<file path="src/rtl/rx_pkt_status_fifo.sv">
module rx_pkt_status_fifo #(
  parameter int DEPTH   = 8,
  parameter int CAP     = 2048,
  parameter int MAX_LEN = 1514,
  parameter int CNT_W   = 11
) (
  input  logic        clk,
  input  logic        rst_n,
  input  logic        mac_start,
  input  logic        mac_byte,
  input  logic        mac_end,
  input  logic [3:0]  mac_err,
  input  logic        host_rd,
  input  logic        cmd_valid,
  input  logic [4:0]  cmd_op,
  output logic [15:0] rx_status,
  output logic        rx_complete,
  output logic        status_ovr,
  output logic        fifo_full,
  output logic        rx_underrun,
  output logic        adapter_fail,
  output logic        receiving
);
  localparam int PW = $clog2(DEPTH);
  localparam int QW = $clog2(DEPTH + 1);
  localparam int HW = $clog2(CAP + 1);
  localparam logic [4:0] OP_WIPE    = 5'd0;
  localparam logic [4:0] OP_RXRST   = 5'd5;
  localparam logic [4:0] OP_DISCARD = 5'd8;

  logic [CNT_W-1:0] len_q [DEPTH];
  logic [3:0]       code_q [DEPTH];
  logic [DEPTH-1:0] done_q;
  logic [PW-1:0]    head_q, tail_q, slot_q;
  logic [QW-1:0]    used_q;
  logic [HW-1:0]    held_q;
  logic [CNT_W-1:0] off_q;
  logic             recv_q, long_q, undr_q;

  function automatic logic [3:0] norm_code(input logic [3:0] c);
    case (c)
      4'h8, 4'h9, 4'hB, 4'hC, 4'hD, 4'h2: norm_code = c;
      default:                            norm_code = 4'h0;
    endcase
  endfunction

  logic             clr, has_pkt, top_done, rd_ok, rd_bad, disc;
  logic             st_acc, by_acc, by_long, end_acc;
  logic [CNT_W-1:0] top_len, rem;
  logic [3:0]       end_code;

  assign clr      = cmd_valid && (cmd_op == OP_WIPE || cmd_op == OP_RXRST);
  assign has_pkt  = used_q != '0;
  assign top_len  = len_q[head_q];
  assign top_done = has_pkt && done_q[head_q];
  assign rd_ok    = host_rd && has_pkt && (off_q < top_len);
  assign rd_bad   = host_rd && !rd_ok;
  assign disc     = cmd_valid && cmd_op == OP_DISCARD && top_done;
  assign rem      = top_len - off_q;
  assign st_acc   = mac_start && !recv_q && used_q < QW'(DEPTH) && held_q < HW'(CAP);
  assign by_acc   = mac_byte && recv_q && held_q < HW'(CAP) && len_q[slot_q] < CNT_W'(MAX_LEN);
  assign by_long  = mac_byte && recv_q && len_q[slot_q] >= CNT_W'(MAX_LEN);
  assign end_acc  = mac_end && recv_q;
  assign end_code = (long_q || by_long) ? 4'h9 : norm_code(mac_err);

  always_ff @(posedge clk) begin
    if (!clr) begin
      if (st_acc) begin
        len_q[tail_q]  <= '0;
        done_q[tail_q] <= 1'b0;
      end
      if (by_acc) len_q[slot_q] <= len_q[slot_q] + CNT_W'(1);
      if (end_acc) begin
        done_q[slot_q] <= 1'b1;
        code_q[slot_q] <= end_code;
      end
    end
  end

  always_ff @(posedge clk or negedge rst_n) begin
    if (!rst_n) begin
      head_q <= '0; tail_q <= '0; slot_q <= '0; used_q <= '0; held_q <= '0;
      off_q  <= '0; recv_q <= 1'b0; long_q <= 1'b0; undr_q <= 1'b0;
    end else if (clr) begin
      head_q <= '0; tail_q <= '0; slot_q <= '0; used_q <= '0; held_q <= '0;
      off_q  <= '0; recv_q <= 1'b0; long_q <= 1'b0; undr_q <= 1'b0;
    end else begin
      if (st_acc) begin
        tail_q <= tail_q + PW'(1);
        slot_q <= tail_q;
        recv_q <= 1'b1;
        long_q <= 1'b0;
      end
      if (by_long) long_q <= 1'b1;
      if (end_acc) recv_q <= 1'b0;
      used_q <= used_q + QW'(st_acc) - QW'(disc);
      held_q <= held_q + HW'(by_acc) - (disc ? HW'(rem) : HW'(rd_ok));
      if (disc) begin
        head_q <= head_q + PW'(1);
        off_q  <= '0;
      end else if (rd_ok) begin
        off_q <= off_q + CNT_W'(1);
      end
      if (rd_bad) undr_q <= 1'b1;
    end
  end

  assign rx_status    = !has_pkt  ? 16'h8000 :
                        !top_done ? {1'b1, 4'h0, top_len} :
                                    {1'b0, code_q[head_q], top_len};
  assign rx_complete  = top_done;
  assign status_ovr   = used_q == QW'(DEPTH);
  assign fifo_full    = held_q == HW'(CAP);
  assign rx_underrun  = undr_q;
  assign adapter_fail = undr_q;
  assign receiving    = recv_q;

  AST_QUEUE_BOUND: assert property (@(posedge clk) disable iff (!rst_n)
    used_q <= QW'(DEPTH));
  AST_STORE_BOUND: assert property (@(posedge clk) disable iff (!rst_n)
    held_q <= HW'(CAP));
  AST_REFUSE_START: assert property (@(posedge clk) disable iff (!rst_n)
    mac_start && status_ovr && !receiving |=> !receiving);
  AST_DISCARD_FREES: assert property (@(posedge clk) disable iff (!rst_n)
    cmd_valid && cmd_op == OP_DISCARD && rx_complete && status_ovr |=> !status_ovr);
  AST_UNDERRUN_HOLD: assert property (@(posedge clk) disable iff (!rst_n)
    rx_underrun && !clr |=> rx_underrun && adapter_fail);
  AST_EMPTY_READ: assert property (@(posedge clk) disable iff (!rst_n)
    host_rd && !cmd_valid && rx_status[15] && rx_status[10:0] == '0 |=> rx_underrun);
  AST_RX_RESET: assert property (@(posedge clk) disable iff (!rst_n)
    cmd_valid && cmd_op == OP_RXRST |=> rx_status == 16'h8000 && !rx_underrun && !receiving);
endmodule

</file>
<file path="config.mk">
export PLATFORM = sky130hd
export DESIGN_NAME = rx_pkt_status_fifo
export DESIGN_NICKNAME = d
export VERILOG_FILES = /design/src/rtl/rx_pkt_status_fifo.sv
export SDC_FILE = /design/constraint.sdc
export NUM_CORES = 1
export LEC_CHECK = 0
export ABC_AREA = 1
export ABC_CLOCK_PERIOD_IN_PS = 5200
export BUFFER_PORTS_ARGS = -buffer_cell sky130_fd_sc_hd__buf_2
export CAP_MARGIN = 10
export CORE_UTILIZATION = 41
export CTS_CLUSTER_SIZE = 16
export DETAILED_ROUTE_END_ITERATION = 10
export MAX_ROUTING_LAYER = met4
export RECOVER_POWER = 25
export SETUP_SLACK_MARGIN = 0.02
export SLEW_MARGIN = 20
export SYNTH_ARGS = -nofsm -noshare
export SYNTH_HDL_FRONTEND = slang
export SYNTH_SLANG_ARGS = --single-unit
</file>
<file path="constraint.sdc">
create_clock -name clk -period 5.2 [get_ports clk]
set_input_delay 0.52 -clock clk [delete_from_list [all_inputs] [get_ports clk]]
set_output_delay 0.52 -clock clk [all_outputs]
set_load 0.005 [all_outputs]
</file>
==> flow_summary.toml <==
[status]
outcome = "complete, but fails checks"
violations = "max-capacitance violations, max-slew violations"

[worst_setup_path]
r2r-start = "head_q[0]$_DFFE_PN0P_"
start_kind = "register"
cpMostUsedCell = "nand2_1"
required_ps = 5580
startpoint = "head_q[0]$_DFFE_PN0P_"
crit_slowest_cell = "dfrtp_2"
crit_fanout = 31
worst-r2r-setup-slack_ps = 450
arrival_ps = 5130
r2r-end = "held_q[10]$_DFF_PN0_"
critPathCaptureType = "register"
slowest_delay_ps = 440
reg2reg_depth = 33
critPathKind = "reg -> reg"

[drt]
postRouteAntennaNets = 0
drtPass1Iterations = 6
vias = 8013
wl_per_cell_um = 17.2
finalWirelength_um = 26100
drtIter0Drc = 666
vias_per_cell = 5.30
route.detailed.drc = 0

[cts]
cts_buffers = 17
clk_path_buf_depth = 2
post_cts_buffers = 0
htree_num_levels = 4
clock_sink_count = 167
clkSlewWorstSetupHoldPaths_ps = 70
cts-root-buf = "clkbuf_16"
cts_tree = "built"
clk-insertion-delay-late_ps = 440

[power_and_ir_drop]
p_leak_uw = 0.00471
powerDensity_mw_per_mm2 = 622
ir_drop_mv = 0.240

[synthesis]
yosys_warnings = 0
synth_area_mm2 = 0.00976
syn-num-nets = 1207
netlist_instances = 1144
yosysTopAreaCell = "edfxtp_1"
synth_top_area_share = 0.394
synth-edff-count = 128
synth_area_leaders = "edfxtp_1 39%, nand2_1 12%, dfrtp_1 10%"
yosysSeqAreaShare = 0.494
yosysUniqueCellTypes = 47
ys_ff_latch = 167
async_flop_share = 0.234
synth_ff_type = "edfxtp_1"
avgSynthCellArea_um2 = 8.53

[final_layout]
diodes = 0
layout-drive-gt1-share = 0.121
finalNonFillerCells = 1513
stdcell_area_mm2 = 0.0109
area_growth_syn_to_layout_pct = 11.9
fin_nets = 1244

[floorplanning]
ios = 38
coreArea_mm2 = 0.0234
initial_utilization = 0.417
rows = 56
die_h_um = 156
dieWidth_um = 156
dieArea_mm2 = 0.0244

[timing]
tightestPinTransition_ps = 2190
hold_ws_ps = 313
fin_crit_ps = 4750
post-route-period-util = 0.914
finalSetupTns_ps = 0
fmax_ghz = 0.210
setup_viol = 0
final.setup_skew_ps = 11.8
hold_viol = 0
relSlewSlack = -0.459
finalMaxSlewViolations = 40
rsz0062_at_grt = "false"

[worst_hold_path]
min_from = "mac_end"
worstHoldPathCells = 2
whs_endpoint = "receiving$_DFFE_PN0P_"
min_path_type = "in -> reg"

[run]
maxCapViolations = 1

[placement]
dp_hpwl_um = 18100
port-buffer-count = 37
placed_area_mm2 = 0.0103
place.gp.congestion = 0.907
place_inst = 1481

[grt]
grt_pass1_vias = 7418
track_usage = 0.231
grt_first_pass_wirelength_um = 41000
grt_overflow = 0
antenna_found_initial = 0
grt_max_degree = 60
## cell usage in the layout, fill, tap and decap left out, drive strengths merged, types with 4 or more instances in the layout
master	Yosys	layout
dfrtp	39	39
edfxtp	128	128
nand3	51	51
inv	119	124
o22ai	10	10
ha	44	44
a211oi	6	6
nand2	326	326
a22oi	5	5
a32o	4	4
nor4	4	4
xnor2	5	5
o21ai	112	112
nand4	13	13
buf	19	56
clkbuf	24	22
xor2	7	7
clkinv	1	6
nor2	109	109
nor3	10	10
a21oi	85	85
## power breakdown
part	leakage, uW	internal [uW]	switching, uW
logic	0.00271	1230	2330
registers	0.00171	1720	163
clock network	0.000294	767	583
## cell families after synthesis
group,share of synthesized area
and+or+nand+nor,0.230
AOI/OAI and AO/OA,0.131
DFF,0.494
buffers and inverters,0.0719
adders and majority gates,0.0626
xor gates and xnor gates,0.0108
## cell type report
| class | count | area [um^2] |
|---|---|---|
| Clock buffer | 17 | 425 |
| Clock inverter | 15 | 190 |
| Fill cell | 2304 | 12500 |
| Inverter | 120 | 460 |
| Multi-Input combinational cell | 814 | 4240 |
| Sequential cell | 167 | 4820 |
| Tap cell | 319 | 399 |
| Timing Repair Buffer | 61 | 384 |
## timing repair
action	CTS	global route
gates resized for setup	0	4
hold buffers	0	0
setup endpoints to repair	0	2
endpoints found under the hold margin	0	0
## synthesized netlist by cell type (all sizes together), types with 2 or more instances
cell,instances
clkbuf,24
a22oi,5
nand3,51
nor2,109
edfxtp,128
nor4,4
nor3,10
a211oi,6
o211ai,3
a21boi,2
a32o,4
a21oi,85
o22ai,10
xor2,7
inv,119
and3,2
o21a,3
nand4,13
xnor2,5
a21o,2
buf,19
or2,3
o21ai,112
nand2,326
dfrtp,39
fa,3
ha,44
## registers in the layout, summed over array words and instances (netlist names)
name	flops
len_q	88
held_q	12
off_q	11
done_q	8
receiving	1
head_q	3
code_q	32
long_q	1
adapter_fail	1
tail_q	3
slot_q	3
used_q	4
## per-layer routing
layer,up-vias,wire (um),part of all wire,GRT usage
li1,3929,-,-,-
met1,3776,12200,0.47,0.317
met2,267,11800,0.45,0.349
met3,41,1610,0.062,0.0385
met4,0,524,0.020,0.0696
met5,-,0,0,-
## metrics by stage
stage	utilization	worst slack (ps)	total power, uW
floorplan	-	473	4460
global placement	0.440	452	5380
detailed placement	0.440	333	5420
CTS	0.467	296	6780
global route	0.467	36.0	7350
finish	0.467	445	6790
## worst max-delay path, delay by kind of cell, from the launching register on
kind | cells | cell delay, ps
flops | 1 | 440
buf+inv | 4 | 520
compound gates | 11 | 1340
simple gates | 14 | 1150
fa+ha+maj | 4 | 1220
## worst max-delay path by stage
stage                                end  slack (ps)  depth (start not counted)
detailed placement  held_q[10]$_DFF_PN0_         330                         33
finish              held_q[10]$_DFF_PN0_         450                         33
global route        held_q[10]$_DFF_PN0_          40                         33
floorplan           held_q[10]$_DFF_PN0_         470                         33
global placement    held_q[10]$_DFF_PN0_         450                         33
CTS                 held_q[10]$_DFF_PN0_         300                         33
Power figures use the tool's default switching activity.
